[src/rtl/srr_pkg.sv]
package srr_pkg;

    localparam int          SRR_OPC_W = 3;
    localparam logic [2:0]  SRR_READ_OPC = 3'b110;

    typedef enum logic [3:0] {
        S_IDLE,
        S_SEL,
        S_WAKE_HI,
        S_WAKE_LO,
        S_OUT_LO,
        S_OUT_HI,
        S_IN_LO,
        S_IN_HI,
        S_TAIL_LO,
        S_CS_OFF,
        S_FIN_HI,
        S_FIN_LO
    } srr_state_e;

endpackage

[src/rtl/srr_half_timer.sv]
module srr_half_timer #(
    parameter int HALF_CYC = 125
) (
    input  logic clk,
    input  logic rst_n,
    input  logic run_i,
    output logic tick_o
);
    localparam int CNT_W = $clog2(HALF_CYC + 1);
    localparam logic [CNT_W-1:0] LAST = CNT_W'(HALF_CYC - 1);

    logic [CNT_W-1:0] cnt_d, cnt_q;

    always_comb begin
        tick_o = run_i && (cnt_q == LAST);
        if (!run_i || tick_o) begin
            cnt_d = '0;
        end else begin
            cnt_d = cnt_q + CNT_W'(1);
        end
    end

    always_ff @(posedge clk or negedge rst_n) begin
        if (!rst_n) cnt_q <= '0;
        else        cnt_q <= cnt_d;
    end

    assert_count_bounded_R8: assert property (@(posedge clk) disable iff (!rst_n)
        cnt_q <= LAST);
    assert_idle_count_clear_R8: assert property (@(posedge clk) disable iff (!rst_n)
        !run_i |=> cnt_q == '0);

endmodule

[src/rtl/srr_in_sync.sv]
module srr_in_sync #(
    parameter int STAGES = 2
) (
    input  logic clk,
    input  logic rst_n,
    input  logic d_i,
    output logic q_o
);
    logic [STAGES-1:0] pipe_d, pipe_q;

    generate
        if (STAGES == 1) begin : g_single
            always_comb pipe_d = d_i;
        end else begin : g_chain
            always_comb pipe_d = {pipe_q[STAGES-2:0], d_i};
        end
    endgenerate

    always_ff @(posedge clk or negedge rst_n) begin
        if (!rst_n) pipe_q <= '0;
        else        pipe_q <= pipe_d;
    end

    assign q_o = pipe_q[STAGES-1];

endmodule

[src/rtl/srr_frame_fsm.sv]
module srr_frame_fsm
    import srr_pkg::*;
#(
    parameter int ADDR_MAX = 8,
    parameter int ADDR_MIN = 6,
    parameter int DATA_W   = 16
) (
    input  logic                clk,
    input  logic                rst_n,
    input  logic                start_i,
    input  logic [ADDR_MAX-1:0] addr_i,
    input  logic                wide_i,
    input  logic                tick_i,
    input  logic                sdo_i,
    output logic                run_o,
    output logic                busy_o,
    output logic                done_o,
    output logic [DATA_W-1:0]   data_o,
    output logic                cs_o,
    output logic                sk_o,
    output logic                di_o
);
    localparam int OUT_W = SRR_OPC_W + ADDR_MAX;
    localparam int MAXB  = (OUT_W > DATA_W) ? OUT_W : DATA_W;
    localparam int BIT_W = $clog2(MAXB + 1);
    localparam int PAD_W = ADDR_MAX - ADDR_MIN;

    typedef struct packed {
        srr_state_e          st;
        logic [OUT_W-1:0]    sh_out;
        logic [BIT_W-1:0]    bits;
        logic [DATA_W-1:0]   sh_in;
        logic [DATA_W-1:0]   data;
        logic                busy;
        logic                done;
        logic                cs;
        logic                sk;
        logic                di;
    } fsm_regs_t;

    fsm_regs_t r_q, r_d;

    always_comb begin
        r_d      = r_q;
        r_d.done = 1'b0;
        unique case (r_q.st)
            S_IDLE: begin
                if (start_i) begin
                    r_d.st    = S_SEL;
                    r_d.busy  = 1'b1;
                    r_d.sh_in = '0;
                    if (wide_i) begin
                        r_d.sh_out = {SRR_READ_OPC, addr_i};
                        r_d.bits   = BIT_W'(SRR_OPC_W + ADDR_MAX);
                    end else begin
                        r_d.sh_out = {SRR_READ_OPC, addr_i[ADDR_MIN-1:0], {PAD_W{1'b0}}};
                        r_d.bits   = BIT_W'(SRR_OPC_W + ADDR_MIN);
                    end
                end
            end
            S_SEL:     if (tick_i) r_d.st = S_WAKE_HI;
            S_WAKE_HI: if (tick_i) r_d.st = S_WAKE_LO;
            S_WAKE_LO: if (tick_i) r_d.st = S_OUT_LO;
            S_OUT_LO:  if (tick_i) r_d.st = S_OUT_HI;
            S_OUT_HI: begin
                if (tick_i) begin
                    r_d.sh_out = r_q.sh_out << 1;
                    if (r_q.bits == BIT_W'(1)) begin
                        r_d.st   = S_IN_LO;
                        r_d.bits = BIT_W'(DATA_W);
                    end else begin
                        r_d.st   = S_OUT_LO;
                        r_d.bits = r_q.bits - BIT_W'(1);
                    end
                end
            end
            S_IN_LO:   if (tick_i) r_d.st = S_IN_HI;
            S_IN_HI: begin
                if (tick_i) begin
                    r_d.sh_in = {r_q.sh_in[DATA_W-2:0], sdo_i};
                    if (r_q.bits == BIT_W'(1)) begin
                        r_d.st = S_TAIL_LO;
                    end else begin
                        r_d.st   = S_IN_LO;
                        r_d.bits = r_q.bits - BIT_W'(1);
                    end
                end
            end
            S_TAIL_LO: if (tick_i) r_d.st = S_CS_OFF;
            S_CS_OFF:  if (tick_i) r_d.st = S_FIN_HI;
            S_FIN_HI:  if (tick_i) r_d.st = S_FIN_LO;
            S_FIN_LO: begin
                if (tick_i) begin
                    r_d.st   = S_IDLE;
                    r_d.busy = 1'b0;
                    r_d.done = 1'b1;
                    r_d.data = r_q.sh_in;
                end
            end
            default: r_d.st = S_IDLE;
        endcase

        r_d.cs = (r_d.st != S_IDLE) && (r_d.st != S_CS_OFF) &&
                 (r_d.st != S_FIN_HI) && (r_d.st != S_FIN_LO);
        r_d.sk = (r_d.st == S_WAKE_HI) || (r_d.st == S_OUT_HI) ||
                 (r_d.st == S_IN_HI)   || (r_d.st == S_FIN_HI);
        r_d.di = ((r_d.st == S_OUT_LO) || (r_d.st == S_OUT_HI)) ?
                 r_d.sh_out[OUT_W-1] : 1'b0;
    end

    always_ff @(posedge clk or negedge rst_n) begin
        if (!rst_n) begin
            r_q    <= '0;
            r_q.st <= S_IDLE;
        end else begin
            r_q    <= r_d;
        end
    end

    assign run_o  = (r_q.st != S_IDLE);
    assign busy_o = r_q.busy;
    assign done_o = r_q.done;
    assign data_o = r_q.data;
    assign cs_o   = r_q.cs;
    assign sk_o   = r_q.sk;
    assign di_o   = r_q.di;

    assert_frame_opens_quiet_R2: assert property (@(posedge clk) disable iff (!rst_n)
        $rose(r_q.cs) |-> (!r_q.sk && !r_q.di));
    assert_di_steady_high_R3: assert property (@(posedge clk) disable iff (!rst_n)
        (r_q.sk && $past(r_q.sk)) |-> $stable(r_q.di));
    assert_frame_closes_quiet_R7: assert property (@(posedge clk) disable iff (!rst_n)
        $fell(r_q.cs) |-> (!r_q.sk && !r_q.di));
    assert_clock_moves_on_tick_R8: assert property (@(posedge clk) disable iff (!rst_n)
        !$stable(r_q.sk) |-> $past(tick_i));
    assert_start_while_busy_ignored_R9: assert property (@(posedge clk) disable iff (!rst_n)
        (r_q.busy && start_i) |=> (r_q.st != S_SEL));
    assert_done_single_cycle_R10: assert property (@(posedge clk) disable iff (!rst_n)
        r_q.done |=> !r_q.done);
    assert_done_ends_busy_R10: assert property (@(posedge clk) disable iff (!rst_n)
        r_q.done |-> (!r_q.busy && $past(r_q.busy)));

endmodule

[src/rtl/serial_rom_reader.sv]
module serial_rom_reader #(
    parameter int HALF_CYC   = 125,
    parameter int ADDR_MAX   = 8,
    parameter int ADDR_MIN   = 6,
    parameter int DATA_W     = 16,
    parameter int SYNC_STAGES = 2
) (
    input  logic                clk,
    input  logic                rst_n,
    input  logic                start_i,
    input  logic [ADDR_MAX-1:0] addr_i,
    input  logic                wide_i,
    output logic                busy_o,
    output logic                done_o,
    output logic [DATA_W-1:0]   data_o,
    output logic                cs_o,
    output logic                sk_o,
    output logic                di_o,
    input  logic                do_i
);
    logic run;
    logic tick;
    logic sdo_s;

    srr_half_timer #(
        .HALF_CYC (HALF_CYC)
    ) u_timer (
        .clk    (clk),
        .rst_n  (rst_n),
        .run_i  (run),
        .tick_o (tick)
    );

    srr_in_sync #(
        .STAGES (SYNC_STAGES)
    ) u_sync (
        .clk   (clk),
        .rst_n (rst_n),
        .d_i   (do_i),
        .q_o   (sdo_s)
    );

    srr_frame_fsm #(
        .ADDR_MAX (ADDR_MAX),
        .ADDR_MIN (ADDR_MIN),
        .DATA_W   (DATA_W)
    ) u_fsm (
        .clk     (clk),
        .rst_n   (rst_n),
        .start_i (start_i),
        .addr_i  (addr_i),
        .wide_i  (wide_i),
        .tick_i  (tick),
        .sdo_i   (sdo_s),
        .run_o   (run),
        .busy_o  (busy_o),
        .done_o  (done_o),
        .data_o  (data_o),
        .cs_o    (cs_o),
        .sk_o    (sk_o),
        .di_o    (di_o)
    );

endmodule

[config.mk]
export PLATFORM = sky130hd
export DESIGN_NAME = serial_rom_reader
export DESIGN_NICKNAME = d
export VERILOG_FILES = /design/src/rtl/srr_pkg.sv /design/src/rtl/srr_half_timer.sv /design/src/rtl/srr_in_sync.sv /design/src/rtl/srr_frame_fsm.sv /design/src/rtl/serial_rom_reader.sv
export SDC_FILE = /design/constraint.sdc
export NUM_CORES = 1
export LEC_CHECK = 0
export BUFFER_PORTS_ARGS = -buffer_cell sky130_fd_sc_hd__buf_4
export CORE_AREA = 2 2 74 90
export CTS_CLUSTER_DIAMETER = 120
export CTS_CLUSTER_SIZE = 8
export DETAILED_ROUTE_END_ITERATION = 12
export DIE_AREA = 0 0 76 92
export MAX_ROUTING_LAYER = met4
export PLACE_DENSITY = 0.73
export SLEW_MARGIN = 20
export SYNTH_ARGS = -nofsm -noshare
export SYNTH_HDL_FRONTEND = slang
export SYNTH_SLANG_ARGS = --single-unit
[constraint.sdc]
create_clock -name clk -period 1.9 [get_ports clk]
set_input_delay 0.095 -clock clk [delete_from_list [all_inputs] [get_ports clk]]
set_output_delay 0.095 -clock clk [all_outputs]
set_load 0.02 [all_outputs]
==> results of run 1 <==
==> power breakdown <==
part	total [mW]	internal, mW	switching [mW]
sequential	1.65	1.53	0.127
clock	1.13	0.631	0.502
combinational	0.486	0.250	0.236
==> routing by layer <==
layer,GRT usage [%],up-vias,part of all wire (%)
met3,5.41,14,4.0
met1,22.5,1088,45
met4,10.9,0,2.8
li1,-,1171,-
met5,-,-,0
met2,29.8,41,49
==> final cells by class <==
cell class	count	area share, %
inverters	8	0.804
flip-flops and latches	66	44.2
repair buffers	62	13.4
well taps	85	2.85
multi-input cells	222	33.7
clock inverters	3	1.07
clock buffers	12	3.89
==> cells in the final DEF, fill, tap and decap left out, types with 3 or more instances in the layout <==
master         Yosys  routed
xnor2_1            3       3
nor3_1             5       4
xor2_1             3       3
clkbuf_8           0      10
o21ai_0           25      25
dlygate4sd3_1      0       4
ha_1               4       3
and3_1             3       3
a21oi_1            3       3
dfrtp_1           66      66
nand2_1           98      97
a221o_1            6       6
mux2i_1            6       6
inv_1              8       6
buf_4             18      56
nor2_1            24      23
nand3_1            4       4
==> critical path, delay by kind of cell (launching register included) <==
kind,cells,cell delay (ns)
flip-flops,1,0.39
adder cells (fa/ha/maj),1,0.12
XOR/XNOR,1,0.18
buffers and inverters,1,0.08
AND/OR/NAND/NOR,2,0.62
AO/OA/AOI/OAI,2,0.53
==> sequential cells by signal, summed over array words and instances, names as in the netlist <==
name and count:
u_fsm.busy_o 1, u_fsm.done_o 1, u_timer.cnt_q 7, u_fsm.data_o 16, u_fsm.r_q 36, u_fsm.cs_o 1
u_fsm.sk_o 1, u_fsm.di_o 1, u_sync.pipe_q 2
==> path summary, 6_finish.rpt <==
path / from / to / slack (ns) / cells after the start
setup / recovery: u_fsm.r_q[38] / u_fsm.sk_o / -0.11 / 7
hold / removal: wide_i / u_fsm.r_q[42] / 0.10 / 3
setup reg to reg: u_fsm.r_q[38] / u_fsm.sk_o / -0.11 / 7
hold reg to reg: u_sync.pipe_q[0] / u_sync.pipe_q[1] / 0.35 / 0
max in group asynchronous: rst_n / u_fsm.r_q[40] / 0.97 / 2
min in group asynchronous: rst_n / u_timer.cnt_q[4] / 0.37 / 2
==> through the flow <==
stage	instance area [sq um]	std cells	setup TNS [ns]	util, %	total power, mW
final	3730	458	-0.408	60.2	3.27
after global routing	3730	458	-1.08	60.2	3.46
after floorplan	3120	327	-0.130	-	1.95
after detailed placement	3470	436	-0.281	56.0	2.13
after global placement	3470	436	-0.0615	56.0	2.11
after CTS	3710	457	-0.322	59.9	3.30
==> cells by family after synthesis <==
kind of cell	share of synthesized area, %
DFF	53.4
buffers and inverters	7.09
and+or+nand+nor	22.4
adders and majority gates	1.62
xor gates and xnor gates	1.70
muxes	1.94
AOI/OAI and AO/OA	11.8
==> what timing repair did <==
action                                 CTS  global route
setup endpoints to repair                4             8
buffers inserted                         2             1
endpoints found under the hold margin   69             0
pin swaps                                1             2
hold buffers                             4             0
resized for setup                        0             5
==> results.ini, run 1 <==
[outcome]
outcome = complete, but fails checks
violations = negative setup slack

[sta]
period_share_pct = 106
whs_ns = 0.101
max_clock_freq_ghz = 0.497
finalWorstSetupSlack_ns = -0.114
clock_skew_ns = 0.00436
drv_slew = 0
worst-slew-pin-transition_ns = 0.828
finalSetupViolCount = 6
finalHoldViolCount = 0
rsz0062_at_grt = true
fin_crit_ns = 2.01
max-slew-margin-rel_pct = 44.8

[synthesis]
synthTopCellsByArea = dfrtp_1 (53%), nand2_1 (12%), buf_4 (4.4%)
synth_top_area_cell = dfrtp_1
synth_nets = 344
synth_cell_type_count = 46
synthFlopType = dfrtp_1
post-synth-top-count-cell = nand2_1
synth_top_cell_area_share_pct = 53.4
async_reset_ff_share_pct = 100
syn_area_per_cell_sq_um = 9.45
syn-cell-area_sq_mm = 0.00309
synthCells = 327
synth_edf_count = 0
ys_seq_area_share_pct = 53.4
synth_warnings = 0
synth_common_cells = nand2_1 (98), dfrtp_1 (66), o21ai_0 (25)
yosys_register_bits = 66

[placement]
dpl_worst_slack_ns = -0.0948
dp_hpwl_microns = 3960
place.gp.congestion = 0.862
portBuffers = 33

[critical_path]
worstPathMaxFanout = 5
crit_path_max_incr_delay_ns = 0.51
arrival_ns = 2.26
end_kind = flip-flop
criticalPathCategory = reg -> reg
crit_slowest_cell = or4b_4
path_cells = inv_2, ha_4, or4b_4, a2111oi_4, xor2_1, nand2_1, o31ai_2
startpoint_type = flip-flop
crit_required_ns = 2.15

[die]
die_h_microns = 92
rows = 32
die_x_microns = 76
initial_core_util_pct = 49.8
dieArea_sq_mm = 0.00699
core_area_sq_mm = 0.00621
num_io_pins = 34

[grt]
grt_pass1_vias = 2332
grt_usage_pct = 19.2
grt_antenna_before_repair = 0
grt_pass1_wl_microns = 10300
grt_max_degree = 67
grt.overflow.total = 0

[cts]
cts_tree = yes
cts_inserted_buffers = 9
cts_buffer_depth = 2
insertion_delay_ns = 0.34
cts_root_buf = clkbuf_8
cts_htree_levels = 3
clk_pin_slew_ns = 0.07
numClockSinks = 66

[routing]
vias = 2314
viasPerCell = 5.05
drc = 0
ant_nets = 0
dr.first_iter.drc_count = 136
drtPass1Iterations = 4
routed_wl_microns = 5880
wl_per_cell_microns = 12.8

[pwr]
peakVddDrop_v = 0.000468
power.leakage_nw = 1.79
p_per_area_mw_per_mm2 = 877

[run]
drv_cap = 0

[hold_path]
min_path_type = in -> reg

[layout]
layout-drive-gt1-share_pct = 23.6
fill_cells = 553
nets = 386
diodes = 0
area_delta_synth_final_pct = 20.8
seqCellArea_sq_mm = 0.00165
multi_input_area_sq_mm = 0.00126

(Power assumes the default switching activity.)
==> inputs of run 2 (changes only) <==
- ABC_AREA: default -> 1
- CORE_AREA: 2 2 74 90 -> 2 2 74 91
- DIE_AREA: 0 0 76 92 -> 0 0 76 93
- PLACE_DENSITY: 0.73 -> 0.74
==> results.ini, run 2 <==
[outcome]
outcome = completed

[cts]
cts_buffer_depth = 2  ; unchanged
numClockSinks = 66  ; unchanged
cts_inserted_buffers = 9  ; unchanged
post_cts_buffers = 0  ; -2
cts_htree_levels = 3  ; unchanged
insertion_delay_ns = 0.33  ; about the same
cts_root_buf = clkbuf_8
clk_pin_slew_ns = 0.07  ; about the same
cts_tree = yes

[placement]
portBuffers = 33  ; unchanged
dp_hpwl_microns = 3870  ; -2.1%
place.gp.congestion = 0.841  ; -2.5%
dp_cells = 463  ; +6.2%

[layout]
area_delta_synth_final_pct = 13.1
layout_common_cells = nand2_1 (73), dfrtp_1 (66), inv_1 (51)
layout.cells.most_common = nand2_1
regMostFlops = u_fsm.r_q
largest_reg_flops = 36  ; unchanged
diodes = 0  ; unchanged
multi_input_area_sq_mm = 0.00116  ; -7.5%
fill_cells = 561  ; +1.4%
seqCellArea_sq_mm = 0.00165  ; unchanged
stdcell_count = 481  ; +5.0%
layout-drive-gt1-share_pct = 17.7  ; -5.9 points
nets = 408  ; +5.7%

[sta]
period_share_pct = 88.1  ; -18 points
rsz0062_at_grt = false
fin_crit_ns = 1.67  ; -0.340 ns
worst-slew-pin-transition_ns = 0.800  ; -0.0278 ns
finalSetupViolCount = 0  ; -6
clock_skew_ns = 0.00513  ; +0.000778 ns
drv_slew = 0  ; unchanged
max-slew-margin-rel_pct = 46.7  ; +1.9 points
tns_ns = 0  ; +0.408 ns
whs_ns = 0.0537  ; -0.0475 ns
max_clock_freq_ghz = 0.598  ; +20%
finalHoldViolCount = 0  ; unchanged

[synthesis]
synth_top_area_cell = dfrtp_1
synthFlopType = dfrtp_1
async_reset_ff_share_pct = 100  ; unchanged
synth_nets = 386  ; +12%
synth_top_cell_area_share_pct = 51.7  ; -1.7 points
post-synth-top-count-cell = nand2_1
ys_seq_area_share_pct = 51.7  ; -1.7 points
synthTopCellsByArea = dfrtp_1 (52%), nand2_1 (8.6%), inv_1 (6.0%)
synth_edf_count = 0  ; unchanged
synth_common_cells = nand2_1 (73), dfrtp_1 (66), inv_1 (51)
syn-cell-area_sq_mm = 0.00319  ; +3.3%
synthCells = 369  ; +13%
yosys_register_bits = 66  ; unchanged
synth_warnings = 0  ; unchanged
synth_cell_type_count = 33  ; -28%
syn_area_per_cell_sq_um = 8.65  ; -8.5%

[critical_path]
r2r_cells = 9  ; +2
arrival_ns = 1.89  ; -0.37 ns
criticalPathCategory = reg -> reg
worstPathMaxFanout = 7  ; +2
crit_required_ns = 2.12  ; -0.03 ns
startpoint_type = flip-flop
end_kind = flip-flop

[routing]
wl_per_cell_microns = 11.6  ; -9.9%
vias = 2408  ; +4.1%
drtPass1Iterations = 4  ; unchanged
dr.first_iter.drc_count = 114  ; -16%
routed_wl_microns = 5560  ; -5.4%
viasPerCell = 5.01  ; -0.91%
ant_nets = 0  ; unchanged
drc = 0  ; unchanged

[pwr]
p_switching_mw = 0.915  ; +5.8%
p_clk_share_pct = 33.0  ; -1.6 points
p_seq_share_pct = 51.5  ; +1.0 points
peakVddDrop_v = 0.000560  ; +20%
p_comb_share_pct = 15.4  ; +0.5 points
sw_frac_of_total_pct = 28.5  ; +2.1 points
p_per_area_mw_per_mm2 = 890  ; +1.5%
power.leakage_nw = 1.81  ; +0.77%
p_int_mw = 2.30  ; -4.6%

[die]
core_area_sq_mm = 0.00621  ; unchanged
rows = 32  ; unchanged
initial_core_util_pct = 51.4  ; +1.6 points
dieArea_sq_mm = 0.00707  ; +1.1%
die_h_microns = 93  ; +1.1%
die_x_microns = 76  ; unchanged
num_io_pins = 34  ; unchanged

[grt]
grt_antenna_before_repair = 0  ; unchanged
grt_max_degree = 67  ; unchanged
grt_pass1_wl_microns = 9780  ; -5.3%
grt.overflow.total = 0  ; unchanged
grt_pass1_vias = 2209  ; -5.3%
grt_usage_pct = 17.7  ; -1.5 points

[run]
drv_cap = 0  ; unchanged

[hold_path]
min_path_type = in -> reg
min_path_cells = 3  ; unchanged

## run 2: changes by cell type in the layout (fill, tap and decap cells not counted), moves of 6 or more
cell	delta
o21ai_0	-6
nand2_1	-24
inv_1	+45
a221o_1	-6
o21ai_1	+19
nand3_1	+31
buf_4	-22
o221ai_1	+6
## run 2: area by class of cell
type	instances	area share, %
inverter	56	5.82
timing repair buffer	37	8.18
clock inverter	4	0.728
tap	85	2.95
multi-input combinational	221	32.3
clock buffer	12	4.30
sequential	66	45.8
## run 2: worst max-delay path: stages, from the launching register on
cell	delay, ns
dfrtp_1	0.41
inv_1	0.07
ha_1	0.16
nand3_1	0.11
nor2_4	0.18
nand2_1	0.11
nand2_1	0.08
nand4_1	0.16
nor2_1	0.19
a21oi_1	0.09
## run 2: kinds of logic (layout without fill, tap and decap cells)
logic type,Yosys count,in the layout,share of synthesized area [%]
AND/OR/NAND/NOR,149,149,21.2
multiplexers,4,4,1.25
adder cells (fa/ha/maj),4,4,1.57
XOR/XNOR,5,5,1.37
buffers and inverters,82,109,11.9
AO/OA/AOI/OAI,59,59,11.0
flip-flops,66,66,51.7
## run 2: stage by stage
step / area, sq um / util [%] / worst slack [ns] / power [mW]
2_1_floorplan: 3190 / - / 0.387 / 2.02
3_3_place_gp: 3400 / 54.8 / 0.245 / 2.16
3_5_place_dp: 3400 / 54.8 / 0.122 / 2.18
4_1_cts: 3600 / 58.1 / 0.135 / 3.26
5_1_grt: 3610 / 58.2 / 0.0128 / 3.42
6_report: 3610 / 58.2 / 0.227 / 3.21
## run 2: final timing paths
check	startpoint	end	slack [ns]
hold reg to reg	u_sync.pipe_q[0]	u_sync.pipe_q[1]	0.35
setup / recovery	u_timer.cnt_q[0]	u_fsm.r_q[40]	0.23
setup reg to reg	u_timer.cnt_q[0]	u_fsm.r_q[40]	0.23
hold / removal	addr_i[0]	u_fsm.r_q[42]	0.05
min in group asynchronous	rst_n	u_fsm.data_o[3]	0.40
max in group asynchronous	rst_n	u_fsm.r_q[48]	0.97
## run 2: power by group through the flow
| stage | logic, mW | registers [mW] | clock network, mW |
|---|---|---|---|
| floorplan | 0.369 | 1.65 | 0 |
| global placement | 0.483 | 1.67 | 0 |
| detailed placement | 0.498 | 1.68 | 0 |
| CTS | 0.506 | 1.66 | 1.10 |
| global route | 0.581 | 1.67 | 1.16 |
| finish | 0.496 | 1.66 | 1.06 |
## run 2: repair_timing
| item | 4_1_cts | 5_1_grt |
|---|---|---|
| hold endpoints to repair | 67 | 0 |
| hold buffers | 2 | 0 |
| resized for setup | 0 | 1 |
| setup endpoints to repair | 0 | 3 |
## run 2: layer usage
metal  wire length, microns  track usage [%]  share of wire, %  vias up
met4                     32             6.36              0.58        0
met5                      0                -                 0        -
met2                   2770             28.9                50       48
met3                    222             4.44               4.0        2
li1                       -                -                 -     1219
met1                   2540             21.7                46     1139
==> inputs of run 3 (changes only) <==
==> constraint.sdc (replaced) <==
create_clock -name clk -period 1.9 [get_ports clk]
set_input_delay 0.19 -clock clk [delete_from_list [all_inputs] [get_ports clk]]
set_output_delay 0.19 -clock clk [all_outputs]
set_load 0.02 [all_outputs]
==> results.ini, run 3 (synthesized netlist as in run 2, its figures left out) <==
[cts]
cts_tree = yes
clk_pin_slew_ns = 0.07  ; about the same
insertion_delay_ns = 0.34  ; about the same
cts_buffer_depth = 2  ; unchanged
cts_root_buf = clkbuf_8
cts_htree_levels = 3  ; unchanged
cts_inserted_buffers = 9  ; unchanged
numClockSinks = 66  ; unchanged
post_cts_buffers = 0  ; unchanged

[sta]
clock_skew_ns = 0.00623  ; +0.00110 ns
max-slew-margin-rel_pct = 70.1  ; +23 points
fin_crit_ns = 1.72  ; +0.0440 ns
whs_ns = 0.165  ; +0.112 ns
drv_slew = 0  ; unchanged
rsz0062_at_grt = false
max_clock_freq_ghz = 0.582  ; -2.6%
finalSetupViolCount = 0  ; unchanged
tns_ns = 0  ; unchanged
period_share_pct = 90.4  ; +2.3 points
worst-slew-pin-transition_ns = 0.448  ; -0.352 ns
finalHoldViolCount = 0  ; unchanged

[outcome]
outcome = completed

[grt]
grt.overflow.total = 0  ; unchanged
grt_usage_pct = 17.3  ; -0.34 points
grt_antenna_before_repair = 0  ; unchanged
grt_pass1_vias = 2203  ; -0.27%
grt_pass1_wl_microns = 9580  ; -2.0%
grt_max_degree = 67  ; unchanged

[pwr]
sw_frac_of_total_pct = 27.6  ; -0.88 points
peakVddDrop_v = 0.000525  ; -6.1%
p_int_mw = 2.40  ; +4.2%
p_per_area_mw_per_mm2 = 908  ; +2.0%
p_clk_share_pct = 34.9  ; +1.9 points
p_comb_share_pct = 15.1  ; -0.3 points
p_seq_share_pct = 50.0  ; -1.5 points
p_switching_mw = 0.913  ; -0.20%
finalPower_mw = 3.31  ; +3.0%
power.leakage_nw = 1.83  ; +1.1%

[layout]
largest_reg_flops = 36  ; unchanged
layout.cells.most_common = nand2_1
postLayoutCoreUtil_pct = 58.7  ; +0.54 points
area_delta_synth_final_pct = 14.2
stdcell_count = 482  ; +0.21%
nets = 409  ; +0.25%
regMostFlops = u_fsm.r_q
layout_common_cells = nand2_1 (73), dfrtp_1 (66), inv_1 (51)
layout-drive-gt1-share_pct = 17.9  ; +0.21 points
diodes = 0  ; unchanged

[critical_path]
crit_path_max_incr_delay_ns = 0.41  ; about the same
criticalPathCategory = reg -> reg
arrival_ns = 1.95  ; +0.06 ns
end_kind = flip-flop
startpoint_type = flip-flop
path_common_cell = inv_1
worstPathMaxFanout = 17  ; +10
path_cells = inv_1, ha_1, nand2_1, inv_1, nand2_1, nor2_4, nand2_4, nand2_2, nand3_1, o21ai_0, inv_1
crit_required_ns = 2.13  ; about the same
crit_slowest_cell = dfrtp_1

[routing]
viasPerCell = 4.94  ; -1.3%
vias = 2381  ; -1.1%
ant_nets = 0  ; unchanged
dr.first_iter.drc_count = 81  ; -29%
routed_wl_microns = 5600  ; +0.67%
drtPass1Iterations = 4  ; unchanged
drc = 0  ; unchanged
wl_per_cell_microns = 11.6  ; +0.46%

[placement]
dp_cells = 464  ; +0.22%
portBuffers = 33  ; unchanged
dp_hpwl_microns = 3880  ; +0.25%
place.gp.congestion = 0.842  ; +0.11%

[die]
initial_core_util_pct = 51.4  ; unchanged
core_area_sq_mm = 0.00621  ; unchanged
rows = 32  ; unchanged
die_h_microns = 93  ; unchanged
dieArea_sq_mm = 0.00707  ; unchanged
num_io_pins = 34  ; unchanged
die_x_microns = 76  ; unchanged

[hold_path]
min_path_type = in -> reg

[run]
drv_cap = 0  ; unchanged

-- run 3: changes by cell type in the layout (fill, tap and decap cells not counted) --
cell        change
buf_12          +1
bufinv_16       +1
clkbuf_8        -1
clkinv_2        +1
clkinvlp_4      -1
-- run 3: cell type report --
type,count,area [sq um]
Clock buffer,11,141
Clock inverter,5,53.8
Fill cell,578,2560
Inverter,56,210
Multi-Input combinational cell,221,1160
Sequential cell,66,1650
Tap cell,85,106
Timing Repair Buffer,38,315
-- run 3: repair_timing --
action	in CTS	in global routing
gates resized for setup	0	1
endpoints found under the setup margin	0	4
hold buffers	2	0
hold endpoints to repair	67	0
-- run 3: critical path: cells and delay by family, from the launching register on --
kind	cells	cell delay, ns
AO/OA/AOI/OAI	1	0.09
adder cells (fa/ha/maj)	1	0.16
buffers and inverters	3	0.22
flip-flops	1	0.41
AND/OR/NAND/NOR	6	0.74
-- run 3: through the flow --
stage                     area (sq um)  setup WS [ns]
final                             3640          0.183
after global routing              3640        0.00438
after CTS                         3640         0.0742
after detailed placement          3420          0.112
after global placement            3420          0.245
after floorplan                   3190          0.387
-- run 3: power by group through the flow --
stage / registers (mW) / clock network (mW) / logic (mW)
after floorplan: 1.65 / 0 / 0.369
after global placement: 1.67 / 0 / 0.488
after detailed placement: 1.68 / 0 / 0.498
after CTS: 1.66 / 1.19 / 0.506
after global routing: 1.67 / 1.24 / 0.576
final: 1.65 / 1.16 / 0.499
-- run 3: path summary, 6_finish.rpt --
path / from / to / slack, ns / cells past startpoint
setup reg to reg: u_timer.cnt_q[0] / u_fsm.r_q[51] / 0.18 / 11
hold / removal: addr_i[0] / u_fsm.r_q[42] / 0.17 / 3
max in group asynchronous: rst_n / u_timer.cnt_q[1] / 1.23 / 3
setup / recovery: u_timer.cnt_q[0] / u_fsm.r_q[51] / 0.18 / 11
min in group asynchronous: rst_n / u_fsm.data_o[2] / 0.37 / 3
hold reg to reg: u_sync.pipe_q[0] / u_sync.pipe_q[1] / 0.34 / 0
-- run 3: routing by layer --
| metal | track usage, % | share of wire, % |
|---|---|---|
| met5 | - | 0 |
| met4 | 8.94 | 2.3 |
| met1 | 20.7 | 46 |
| met3 | 3.19 | 3.6 |
| met2 | 28.5 | 48 |
